<file path="src/rtl/qdec_pkg.sv">
package qdec_pkg;
  localparam int FILT_W = 6;
  localparam int THR_W  = 4;

  typedef struct packed {
    logic [THR_W-1:0]  miss_thr;
    logic [FILT_W-1:0] filt_len;
    logic              autocorr;
    logic              idx_from_b;
    logic              swap_ab;
    logic              inv_idx;
    logic              inv_b;
    logic              inv_a;
    logic              both_edges;
    logic              transp;
    logic              spd_en;
    logic              pos_en;
    logic              dec_en;
  } qdec_cfg_t;

  localparam int CFG_W = $bits(qdec_cfg_t);
endpackage

</file>
<file path="src/rtl/qdec_cfg_reg.sv">
module qdec_cfg_reg
  import qdec_pkg::*;
(
  input  logic             clk,
  input  logic             rst_n,
  input  logic             cfg_wr,
  input  logic             wp_en,
  input  logic [CFG_W-1:0] cfg_wdata,
  output qdec_cfg_t        cfg_q
);
  always_ff @(posedge clk or negedge rst_n) begin
    if (!rst_n) cfg_q <= '0;
    else if (cfg_wr && !wp_en) cfg_q <= qdec_cfg_t'(cfg_wdata);
  end
endmodule

</file>
<file path="src/rtl/qdec_sync.sv">
module qdec_sync #(
  parameter int W      = 3,
  parameter int STAGES = 2
) (
  input  logic         clk,
  input  logic         rst_n,
  input  logic [W-1:0] d,
  output logic [W-1:0] q
);
  logic [W-1:0] st [STAGES];

  for (genvar s = 0; s < STAGES; s++) begin : g_stage
    always_ff @(posedge clk or negedge rst_n) begin
      if (!rst_n) st[s] <= '0;
      else if (s == 0) st[s] <= d;
      else st[s] <= st[(s == 0) ? 0 : s-1];
    end
  end

  assign q = st[STAGES-1];
endmodule

</file>
<file path="src/rtl/qdec_filter.sv">
module qdec_filter #(
  parameter int W      = 3,
  parameter int FILT_W = 6
) (
  input  logic              clk,
  input  logic              rst_n,
  input  logic [FILT_W-1:0] filt_len,
  input  logic [W-1:0]      raw,
  output logic [W-1:0]      clean
);
  for (genvar c = 0; c < W; c++) begin : g_chan
    logic [FILT_W-1:0] run_cnt;

    always_ff @(posedge clk or negedge rst_n) begin
      if (!rst_n) begin
        run_cnt  <= '0;
        clean[c] <= 1'b0;
      end else if (raw[c] == clean[c]) begin
        run_cnt <= '0;
      end else if (run_cnt == filt_len) begin
        run_cnt  <= '0;
        clean[c] <= raw[c];
      end else begin
        run_cnt <= run_cnt + 1'b1;
      end
    end
  end
endmodule

</file>
<file path="src/rtl/qdec_decode.sv">
module qdec_decode
  import qdec_pkg::*;
(
  input  logic      clk,
  input  logic      rst_n,
  input  qdec_cfg_t cfg,
  input  logic      ln_a,
  input  logic      ln_b,
  input  logic      ln_i,
  output logic      cnt_pulse,
  output logic      dir_up,
  output logic      idx_pulse,
  output logic      miss_flag
);
  localparam logic [THR_W-1:0] CNT_MAX = '1;

  logic             prv_a, prv_b, prv_i;
  logic             edg_a, edg_b, rise_i, active;
  logic             last_vld, last_on_b;
  logic [THR_W-1:0] miss_cnt;

  assign active = cfg.dec_en && (cfg.pos_en || cfg.spd_en);
  assign edg_a  = ln_a ^ prv_a;
  assign edg_b  = ln_b ^ prv_b;
  assign rise_i = ln_i && !prv_i;

  always_ff @(posedge clk or negedge rst_n) begin
    if (!rst_n) begin
      prv_a <= 1'b0; prv_b <= 1'b0; prv_i <= 1'b0;
      cnt_pulse <= 1'b0; idx_pulse <= 1'b0; dir_up <= 1'b0;
    end else begin
      prv_a <= ln_a; prv_b <= ln_b; prv_i <= ln_i;
      cnt_pulse <= active && (edg_a || (cfg.both_edges && edg_b));
      idx_pulse <= active && rise_i;
      if (active && !cfg.transp) begin
        if (edg_a && !edg_b)      dir_up <= (ln_a != ln_b);
        else if (edg_b && !edg_a) dir_up <= (ln_a == ln_b);
      end
    end
  end

  // run of same-phase edges
  always_ff @(posedge clk or negedge rst_n) begin
    if (!rst_n) begin
      last_vld  <= 1'b0;
      last_on_b <= 1'b0;
      miss_cnt  <= '0;
    end else if (active && (edg_a || edg_b)) begin
      last_vld  <= 1'b1;
      last_on_b <= edg_b && !edg_a;
      if (edg_a && edg_b) miss_cnt <= '0;
      else if (last_vld && (last_on_b == edg_b)) begin
        if (miss_cnt != CNT_MAX) miss_cnt <= miss_cnt + 1'b1;
      end else miss_cnt <= '0;
    end
  end

  assign miss_flag = cfg.autocorr && (cfg.miss_thr != '0) && (miss_cnt >= cfg.miss_thr);
endmodule

</file>
<file path="src/rtl/qdec_front.sv">
module qdec_front
  import qdec_pkg::*;
#(
  parameter int SYNC_STAGES = 2
) (
  input  logic             clk,
  input  logic             rst_n,
  input  logic             cfg_wr,
  input  logic             wp_en,
  input  logic [CFG_W-1:0] cfg_wdata,
  input  logic             pha_pin,
  input  logic             phb_pin,
  input  logic             idx_pin,
  output logic             cnt_pulse,
  output logic             dir_up,
  output logic             idx_pulse,
  output logic             miss_flag
);
  localparam int NLINE = 3;

  qdec_cfg_t        cfg_q;
  logic [NLINE-1:0] pin_s, cond, clean;
  logic             a_pol, b_pol;

  qdec_cfg_reg u_cfg (
    .clk(clk), .rst_n(rst_n), .cfg_wr(cfg_wr), .wp_en(wp_en),
    .cfg_wdata(cfg_wdata), .cfg_q(cfg_q)
  );

  qdec_sync #(.W(NLINE), .STAGES(SYNC_STAGES)) u_sync (
    .clk(clk), .rst_n(rst_n), .d({idx_pin, phb_pin, pha_pin}), .q(pin_s)
  );

  // polarity first, then phase exchange, then index source
  always_comb begin
    a_pol   = pin_s[0] ^ cfg_q.inv_a;
    b_pol   = pin_s[1] ^ cfg_q.inv_b;
    cond[0] = cfg_q.swap_ab ? b_pol : a_pol;
    cond[1] = cfg_q.swap_ab ? a_pol : b_pol;
    cond[2] = (cfg_q.idx_from_b ? pin_s[1] : pin_s[2]) ^ cfg_q.inv_idx;
  end

  qdec_filter #(.W(NLINE), .FILT_W(FILT_W)) u_filt (
    .clk(clk), .rst_n(rst_n), .filt_len(cfg_q.filt_len), .raw(cond), .clean(clean)
  );

  qdec_decode u_dec (
    .clk(clk), .rst_n(rst_n), .cfg(cfg_q),
    .ln_a(clean[0]), .ln_b(clean[1]), .ln_i(clean[2]),
    .cnt_pulse(cnt_pulse), .dir_up(dir_up), .idx_pulse(idx_pulse), .miss_flag(miss_flag)
  );
endmodule

</file>
<file path="config.mk">
export PLATFORM = sky130hd
export DESIGN_NAME = qdec_front
export DESIGN_NICKNAME = d
export VERILOG_FILES = /design/src/rtl/qdec_pkg.sv /design/src/rtl/qdec_cfg_reg.sv /design/src/rtl/qdec_sync.sv /design/src/rtl/qdec_filter.sv /design/src/rtl/qdec_decode.sv /design/src/rtl/qdec_front.sv
export SDC_FILE = /design/constraint.sdc
export NUM_CORES = 1
export LEC_CHECK = 0
export ABC_AREA = 1
export BUFFER_PORTS_ARGS = -buffer_cell sky130_fd_sc_hd__buf_2
export CAP_MARGIN = 0
export CORE_ASPECT_RATIO = 1.2
export CORE_MARGIN = 10
export CORE_UTILIZATION = 44
export CTS_CLUSTER_DIAMETER = 50
export DETAILED_ROUTE_END_ITERATION = 7
export PLACE_DENSITY_LB_ADDON = 0.08
export SETUP_SLACK_MARGIN = 0.05
export SLEW_MARGIN = 20
export SYNTH_ARGS = -nofsm -noshare
export SYNTH_HDL_FRONTEND = slang
export SYNTH_SLANG_ARGS = --single-unit
</file>
<file path="constraint.sdc">
create_clock -name clk -period 2.02 [get_ports clk]
set_input_delay 0.606 -clock clk [delete_from_list [all_inputs] [get_ports clk]]
set_output_delay 0.606 -clock clk [all_outputs]
set_load 0.02 [all_outputs]
</file>
==> flow_metrics.tcl, run 1 <==
set metrics [dict create \
    status "finished, violations left" \
    failed_checks "setup timing" \
    drtPass1Iterations 3 \
    switching_power_mw 1.511 \
    ys_warn_count 0 \
    synth_area_mm2 0.003045 \
    seqCellArea_mm2 0.001503 \
    antenna_found_initial 0 \
    p_sw_share_pct 37.20 \
    antenna_cells 0 \
    worst_slew_pin_slew_ps 474.6 \
    initial_core_util_pct 44.97 \
    yosysSeqAreaShare_pct 49.30 \
    synthCells 327 \
    crit_path_end_kind "primary output" \
    critical_path_class "flop to primary output" \
    htreeDepth 3 \
    slew_headroom_pct 68.14 \
    hpwl_um 4189 \
    first_iter_violations 90 \
    combinationalPowerShare_pct 31.3 \
    setup_viol 1 \
    grt_max_degree 61 \
    period_minus_slack_ps 2197 \
    grt_setup_unrepaired "yes" \
    gp_congestion 0.7967 \
    cp-start-kind "flop" \
    ys_ff_latch 60 \
    cts.path.max_buffers 2 \
    ir_drop_uv 549.5 \
    portBuffers 31 \
    grt_pass1_wl_um 10440 \
    ant_nets 0 \
    whs_ps 260.0 \
    rows 33 \
    drc 0 \
    drive_above_1_share_pct 21.39 \
    area.growth.synth_to_final_pct 17.17 \
    fillCellCount 661 \
    maxCapViolCount 0 \
    min_period_over_period_pct 108.7 \
    clk_pin_slew_ps 70 \
    clock-sinks 60 \
    worstPathCellList "inv_2, ha_4, inv_2, nor2_2, o211ai_1, nand3_1, nand3_1, inv_2, buf_6" \
    path_max_fanout 2 \
    via_count 2197 \
    viasPerCell 4.766 \
    ff2ff_path_depth 9 \
    holdBufCountCts 0 \
    root_buffer "clkbuf_8" \
    fin_ws_ps -176.5 \
    leakage_nw 1.764 \
    internal_power_mw 2.551 \
    fin_skew_ps 10.68 \
    synthDistinctLibCells 29 \
    first_global_vias 2312 \
    r2r-start "u_filt.clean[0]" \
    arrival_ps 1590 \
    fp.dieW_um 95.95 \
    clockPowerShare_pct 26.8 \
    critPathMaxStageDelay_ps 390 \
    hold_viol_final 0 \
    fmax_mhz 455.3 \
    startpoint "u_cfg.cfg_q[18]" \
    cp_top_family "flip-flops" \
    p_seq_share_pct 41.9 \
    slew_viol_final 0 \
    io_pins 32 \
    cp_num_cells 9 \
    syn_area_per_cell_um2 9.313 \
    synth_fp_nets 367 \
    path_common_cell "inv_2" \
    totalWireLength_um 5828 \
    worst-path-buf-inv 4 \
    setup_tns_ps -176.5 \
    dieHeight_um 111.1 \
    cts_tree "done" \
    multi_input_area_mm2 0.001405 \
    final_nets 409 \
    power_density_mw_per_mm2 1138 \
    slowest_stage "dfrtp_1" \
    numCtsBuffers 9 \
    cp.required_ps 1410 \
    core_area_mm2 0.006771 \
    overflow 0 \
    min_path_type "primary input to asynchronous set/reset pin" \
    wl_per_cell_um 12.64 \
    dieArea_mm2 0.01066 \
    gr-usage-all-layers_pct 12.28 \
    clock_latency_ps 340 \
]
final cells by class:
type,instances,share of cell area (%)
inverters,38,3.997
flip-flops and latches,60,42.11
repair buffers,34,5.856
well taps,87,3.050
clock inverters,7,2.139
multi-input cells,226,39.38
clock buffers,9,3.471
registers in the layout, summed over array words and instances (netlist names):
| name | count |
|---|---|
| u_dec.cnt_pulse | 1 |
| u_dec.dir_up | 1 |
| u_dec.idx_pulse | 1 |
| u_filt.g_chan.run_cnt | 18 |
| u_sync.st | 3 |
| u_sync.q | 3 |
| u_dec.prv_i | 1 |
| u_dec.last_vld | 1 |
| u_dec.prv_a | 1 |
| u_dec.last_on_b | 1 |
| u_cfg.cfg_q | 21 |
| u_dec.miss_cnt | 4 |
| u_filt.clean | 3 |
| u_dec.prv_b | 1 |
metal layers:
metal / vias to the layer above / GRT usage [%] / routed length [um]
li1: 1133 / - / -
met1: 1027 / 14.70 / 2638
met2: 27 / 19.41 / 2851
met3: 10 / 2.778 / 210
met4: 0 / 6.995 / 127
met5: - / 0 / 0
worst register-to-register path, stage by stage, from the launching register on:
cell and delay [ps]:
dfrtp_1 460, xnor2_1 340, inv_1 110, ha_1 220
nor2_1 190, nand3_4 120, nand2_8 110, inv_2 40
nand2_2 40, nand2_1 40
cells by family after synthesis:
family / synth area share [%]
buffers and inverters: 5.177
AOI/OAI and AO/OA: 6.122
xor gates and xnor gates: 7.477
adders and majority gates: 4.930
muxes: 4.807
DFF: 49.30
and+or+nand+nor: 22.19
power by group through the flow:
stage,registers (mW),clock network [mW],logic (mW)
after detailed placement,1.73,0,1.25
after global routing,1.74,1.19,1.48
final,1.70,1.09,1.27
after floorplan,1.69,0,0.968
after CTS,1.70,1.13,1.28
after global placement,1.72,0,1.23
what timing repair did:
action                                 in CTS  in global routing
resized for setup                           3                  6
pin swaps                                   3                  5
endpoints found under the hold margin       0                  0
setup endpoints to repair                   1                  1
buffers inserted                            1                  0
synth_stat cells:
library cell  number  area [um2]
a21oi_1           16       80.08
buf_2              3       15.01
dfrtp_1           60        1501
ha_1              12       150.1
inv_1             33       123.9
inv_2              5       18.77
mux2_1            13       146.4
nand2_1           66       247.7
nand2_2            4       25.02
nand2_4            1       11.26
nand2_8            1       20.02
nand3_1           16       80.08
nand3_2            5       50.05
nand3_4            1       17.52
nand4_1            5       31.28
nor2_1            34       127.6
nor2_2             1       6.260
nor2_4             1       11.26
nor3_1             1       5.000
nor3_2             1       10.01
nor3b_1            1       7.510
o211ai_1           3       22.52
o21ai_0            1       5.000
o21ai_1            9       45.04
o21ai_2            3       26.28
o21bai_1           1       7.510
or2_1              4       25.02
xnor2_1            4       35.03
xor2_1            22       192.7
metrics by stage:
| step | instances | utilization [%] | instance area (um2) | power, mW | worst slack [ps] |
|---|---|---|---|---|---|
| 2_1_floorplan | 327 | - | 3045 | 2.656 | 275.6 |
| 3_3_place_gp | 444 | 49.24 | 3334 | 2.950 | 153.6 |
| 3_5_place_dp | 444 | 49.24 | 3334 | 2.981 | 131.9 |
| 4_1_cts | 461 | 52.40 | 3548 | 4.108 | -226.9 |
| 5_1_grt | 461 | 52.70 | 3568 | 4.408 | -280.8 |
| 6_report | 461 | 52.70 | 3568 | 4.063 | -176.5 |
cell usage in the layout, fill, tap and decap left out, drive strengths merged, types with 12 or more instances in the layout:
master,instances
a21oi,16
nand2,72
mux2,13
nor2,36
dfrtp,60
xor2,22
inv,39
buf,34
ha,12
o21ai,13
nand3,22
final timing paths:
kind	end	slack, ps
max in group asynchronous	u_dec.miss_cnt[2]	1490
min reg2reg	u_sync.q[0]	350
max reg2reg	u_dec.miss_cnt[3]	250
min in group clk	u_sync.q[0]	350
min	u_cfg.cfg_q[4]	260
max	miss_flag	-180
No activity file was read; power rests on OpenSTA's default activity.
==> run 2: changes to the inputs <==
- ABC_AREA: 1 -> unset
- CORE_MARGIN: 10 -> unset
- SETUP_SLACK_MARGIN: 0.05 -> unset
==> flow_metrics.tcl, run 2 <==
set metrics [dict create \
    status "finished, violations left" \
    failed_checks "setup timing" \
    antenna_found_initial 0 \
    first_iter_violations 33 \
    period_minus_slack_ps 2330 \
    portBuffers 31 \
    io_pins 32 \
    multi_input_area_mm2 0.001269 \
    numCtsBuffers 9 \
    ys.flop_type "dfrtp_1" \
    hold_viol_final 0 \
    dieHeight_um 89.37 \
    path_max_fanout 2 \
    viasPerCell 4.862 \
    dieArea_mm2 0.006686 \
    drc 0 \
    clk_pin_slew_ps 70 \
    drtPass1Iterations 4 \
    wl_per_cell_um 13.02 \
    synthCells 230 \
    grt_pass1_wl_um 8148 \
    antenna_cells 0 \
    cp-start-kind "flop" \
    final_cell_mix "dfrtp_1, buf_2, xnor2_1" \
    crit_path_end_kind "primary output" \
    seqCellArea_mm2 0.001501 \
    ir_drop_uv 509.9 \
    fmax_mhz 429.2 \
    top_register "u_cfg.cfg_q" \
    ys_warn_count 0 \
    htreeDepth 3 \
    ys_ff_latch 60 \
    cts_tree "done" \
    power_density_mw_per_mm2 1257 \
    final_nets 323 \
    grt_setup_unrepaired "yes" \
    cp.required_ps 1410 \
    slew_headroom_pct 65.76 \
    yosysTopAreaCell "dfrtp_1" \
    fp.dieW_um 74.81 \
    synth_edf_count 0 \
    ant_nets 0 \
    yosysMostFrequentCell "dfrtp_1" \
    rows 31 \
    min_path_type "primary input to asynchronous set/reset pin" \
    clock_latency_ps 330 \
    whs_ps 169.3 \
    area.growth.synth_to_final_pct 20.79 \
    leakage_nw 1.547 \
    syn_area_per_cell_um2 12.17 \
    slew_viol_final 0 \
    drive_above_1_share_pct 30.90 \
    min_period_over_period_pct 115.4 \
    layout_commonest_cell "dfrtp_1" \
    ys_top_cells_by_count "dfrtp_1, xnor2_1, mux2_2" \
    worst_slew_pin_slew_ps 509.9 \
    largest_register_ff_count 21 \
    overflow 0 \
    core_area_mm2 0.006090 \
    setup_tns_ps -310.1 \
    synth_fp_nets 270 \
    maxCapViolCount 0 \
    cts.path.max_buffers 2 \
    yosysSeqAreaShare_pct 53.64 \
    hpwl_um 3482 \
    gp_congestion 0.7663 \
    gr-usage-all-layers_pct 16.91 \
    yosys-top-cells-area "dfrtp_1, mux2_2, xnor2_1" \
    root_buffer "clkbuf_8" \
    initial_core_util_pct 45.96 \
    fin_skew_ps 9.570 \
    critical_path_class "flop to primary output" \
    power.total_mw 4.250 \
    fillCellCount 539 \
    setup_viol 1 \
    totalWireLength_um 4818 \
    async_flop_share_pct 100.0 \
    yosysTopAreaCellShare_pct 53.64 \
    via_count 1799 \
    top_regs "u_cfg.cfg_q: 21 flops, u_filt.g_chan.run_cnt: 18 flops, u_dec.miss_cnt: 4 flops" \
    clock-sinks 60 \
    synthDistinctLibCells 33 \
    fin_ws_ps -310.1 \
    holdBufCountCts 0 \
    first_global_vias 1793 \
    synth_area_mm2 0.002799 \
    grt_max_degree 48 \
    arrival_ps 1720 \
]
run 2: cell types whose count changed after synthesis, sizes merged, moves of 10 or more:
cell,delta
inv,-30
nand2,-62
a21oi,-11
xnor2,+21
nor2,-24
nand3,-10
nor3,+13
run 2: cell families after synthesis:
| logic type | Yosys count | share of synthesized area, % |
|---|---|---|
| buffers and inverters | 11 | 1.565 |
| AOI/OAI and AO/OA | 18 | 3.710 |
| muxes | 26 | 10.42 |
| adders and majority gates | 12 | 5.364 |
| and+or+nand+nor | 63 | 12.03 |
| xor gates and xnor gates | 40 | 13.28 |
| DFF | 60 | 53.64 |
run 2: final cells by class:
class | instances | area share, %
Inverter | 8 | 0.8882
Tap cell | 82 | 3.035
Multi-Input combinational cell | 159 | 37.53
Clock buffer | 12 | 4.589
Timing Repair Buffer | 45 | 8.142
Clock inverter | 4 | 1.406
Sequential cell | 60 | 44.41
run 2: critical path: stages, from the launching register on:
cell and delay [ps]:
dfrtp_1 350, inv_1 50, ha_1 290, nand2b_4 130, a21o_1 160, a211oi_2 180
nor3_1 70, buf_4 170
run 2: routing by layer:
metal,up-vias,wire [um],GRT usage (%)
li1,898,-,-
met1,868,2124,19.35
met2,27,2488,29.16
met3,6,159,3.720
met4,0,46,9.262
met5,-,0,0
run 2: through the flow:
stage | util, % | instances | setup WS [ps] | instance area, um2
global placement | 51.82 | 353 | 22.68 | 3156
finish | 55.52 | 370 | -310.1 | 3381
global route | 55.52 | 370 | -418.1 | 3381
floorplan | - | 230 | 0.002109 | 2799
detailed placement | 51.82 | 353 | -3.194 | 3156
CTS | 55.48 | 370 | -283.1 | 3378
run 2: repair_timing:
action	4_1_cts	5_1_grt
setup buffers	1	0
endpoints found under the setup margin	1	1
pin swaps	4	0
resized for setup	2	1
hold endpoints to repair	0	0
run 2: path summary, 6_finish.rpt:
check | from | endpoint | slack [ps] | cells past startpoint
setup / recovery | u_dec.miss_cnt[0] | miss_flag | -310 | 7
hold reg to reg | u_sync.st[3] | u_sync.q[0] | 350 | 0
hold / removal | rst_n | u_cfg.cfg_q[20] | 170 | 1
min in group clk | u_sync.st[3] | u_sync.q[0] | 350 | 0
max in group asynchronous | rst_n | u_cfg.cfg_q[0] | 1290 | 2
setup reg to reg | u_filt.clean[1] | u_dec.miss_cnt[0] | 160 | 6
run 2: power by group:
part           internal, mW  switching, mW  total [mW]
Combinational         0.767          0.709        1.48
Sequential             1.46          0.233        1.69
Clock                 0.633          0.450        1.08
Total                  2.86           1.39        4.25
==> run 3: changes to the inputs <==
- CORE_ASPECT_RATIO: 1.2 -> 1.5
==> flow_metrics.tcl, run 3 (synthesized netlist as in run 2, its figures left out) <==
set metrics [dict create \
    critical_path_class "flop to primary output" \
    min_path_type "primary input to asynchronous set/reset pin" \
    period_minus_slack_ps 2282 \
    dieArea_mm2 0.006691 \
    ir_drop_uv 725.2 \
    layout_commonest_cell "dfrtp_1" \
    area.growth.synth_to_final_pct 20.03 \
    first_global_vias 1929 \
    numCtsBuffers 9 \
    leakage_nw 1.533 \
    worst_slew_pin_slew_ps 509.6 \
    fin_ws_ps -261.5 \
    via_count 1838 \
    setup_viol 1 \
    critPathMaxStageDelay_ps 390 \
    post-place-ws_ps -24.92 \
    clockPowerShare_pct 24.0 \
    p_sw_share_pct 34.19 \
    largest_register_ff_count 21 \
    maxCapViolCount 0 \
    core_area_mm2 0.006131 \
    viasPerCell 5.120 \
    drtPass1Iterations 4 \
    fp.dieW_um 67.12 \
    grt_setup_unrepaired "yes" \
    cp-start-kind "flop" \
    clock_latency_ps 340 \
    failed_checks "setup timing" \
    slew_headroom_pct 65.78 \
    final_nets 320 \
    hold_viol_final 0 \
    slew_viol_final 0 \
    setup_tns_ps -261.5 \
    arrival_ps 1680 \
    top_regs "u_cfg.cfg_q: 21 flops, u_filt.g_chan.run_cnt: 18 flops, u_dec.miss_cnt: 4 flops" \
    gp_congestion 0.7805 \
    p_seq_share_pct 40.0 \
    antenna_found_initial 0 \
    path_max_fanout 2 \
    drc 0 \
    antenna_cells 0 \
    cp.required_ps 1410 \
    first_iter_violations 78 \
    gr-usage-all-layers_pct 18.27 \
    fin_skew_ps 6.128 \
    io_pins 32 \
    internal_power_mw 2.800 \
    wl_per_cell_um 14.10 \
    postCtsSetupRepairBufs 0 \
    cts_tree "done" \
    fillCellCount 557 \
    switching_power_mw 1.454 \
    hpwl_um 3646 \
    final_cell_mix "dfrtp_1, buf_2, xnor2_1" \
    min_period_over_period_pct 112.9 \
    power_density_mw_per_mm2 1266 \
    top_register "u_cfg.cfg_q" \
    slowest_stage "dfrtp_1" \
    utilization_pct 54.80 \
    totalWireLength_um 5061 \
    dieHeight_um 99.68 \
    crit_path_end_kind "primary output" \
    clock-sinks 60 \
    root_buffer "clkbuf_8" \
    worstPathCellList "inv_2, ha_4, nand2b_4, a21o_1, a211oi_2, nor3_1, buf_2" \
    overflow 0 \
    fmax_mhz 438.3 \
    status "finished, violations left" \
    initial_core_util_pct 45.65 \
    drive_above_1_share_pct 30.88 \
    combinationalPowerShare_pct 36.1 \
    clk_pin_slew_ps 70 \
    htreeDepth 3 \
    cts.path.max_buffers 2 \
    grt_pass1_wl_um 8721 \
    portBuffers 31 \
    rows 35 \
    holdBufCountCts 0 \
    grt_max_degree 61 \
    ant_nets 0 \
]
-- run 3: changes by cell type in the layout (fill, tap and decap cells not counted) --
cell,previous run,this run
buf_12,1,2
buf_2,30,31
buf_4,14,9
clkbuf_8,11,9
clkinv_2,2,5
clkinvlp_4,1,0
ha_1,12,11
ha_4,0,1
inv_1,8,7
inv_2,0,1
mux2i_2,1,0
mux2i_4,0,1
-- run 3: worst max-delay path, delay by kind of cell, from the launching register on --
family	cells	cell delay (ps)
fa+ha+maj	1	190
buf+inv	2	240
compound gates	2	330
flops	1	390
simple gates	2	190
-- run 3: final cells by class --
class	count	area (um2)	area share, %
clock inverter	6	55.05	1.639
clock buffer	10	127.6	3.799
sequential	60	1501	44.69
tap	74	92.59	2.756
timing repair buffer	42	262.8	7.821
inverter	8	30.03	0.8939
multi-input combinational	159	1290	38.40
-- run 3: repair_timing --
item | in CTS | in global routing
gates resized for setup | 2 | 3
pin swaps | 4 | 0
setup endpoints to repair | 1 | 3
-- run 3: worst paths after layout --
check | slack [ps] | end | cells past startpoint | start
min in group clk | 350 | u_sync.q[1] | 0 | u_sync.st[4]
max reg2reg | 210 | u_dec.miss_cnt[2] | 6 | u_filt.clean[1]
max | -260 | miss_flag | 7 | u_dec.miss_cnt[0]
min reg2reg | 350 | u_sync.q[1] | 0 | u_sync.st[4]
max in group asynchronous | 1490 | u_filt.g_chan[0].run_cnt[5] | 2 | rst_n
min | 260 | u_cfg.cfg_q[19] | 2 | rst_n
-- run 3: per-layer routing --
| layer | global-route usage (%) | vias to the layer above | routed length, um |
|---|---|---|---|
| met4 | 10.97 | 0 | 176 |
| li1 | - | 890 | - |
| met5 | 0 | - | 0 |
| met3 | 6.307 | 15 | 230 |
| met2 | 29.77 | 41 | 2591 |
| met1 | 19.87 | 892 | 2062 |
-- run 3: power groups by stage --
stage | logic (mW) | clock network [mW] | registers [mW]
floorplan | 0.976 | 0 | 1.71
global placement | 1.45 | 0 | 1.71
detailed placement | 1.47 | 0 | 1.72
CTS | 1.51 | 1.06 | 1.70
global route | 1.75 | 1.11 | 1.74
finish | 1.53 | 1.02 | 1.70
-- run 3: through the flow --
step	hold slack [ps]	std cells	total power [mW]	cell area [um2]
after floorplan	310.4	230	2.689	2799
after global placement	333.1	343	3.164	3143
after detailed placement	334.7	343	3.190	3143
after CTS	265.3	359	4.266	3338
after global routing	268.7	359	4.593	3359
final	257.5	359	4.254	3359
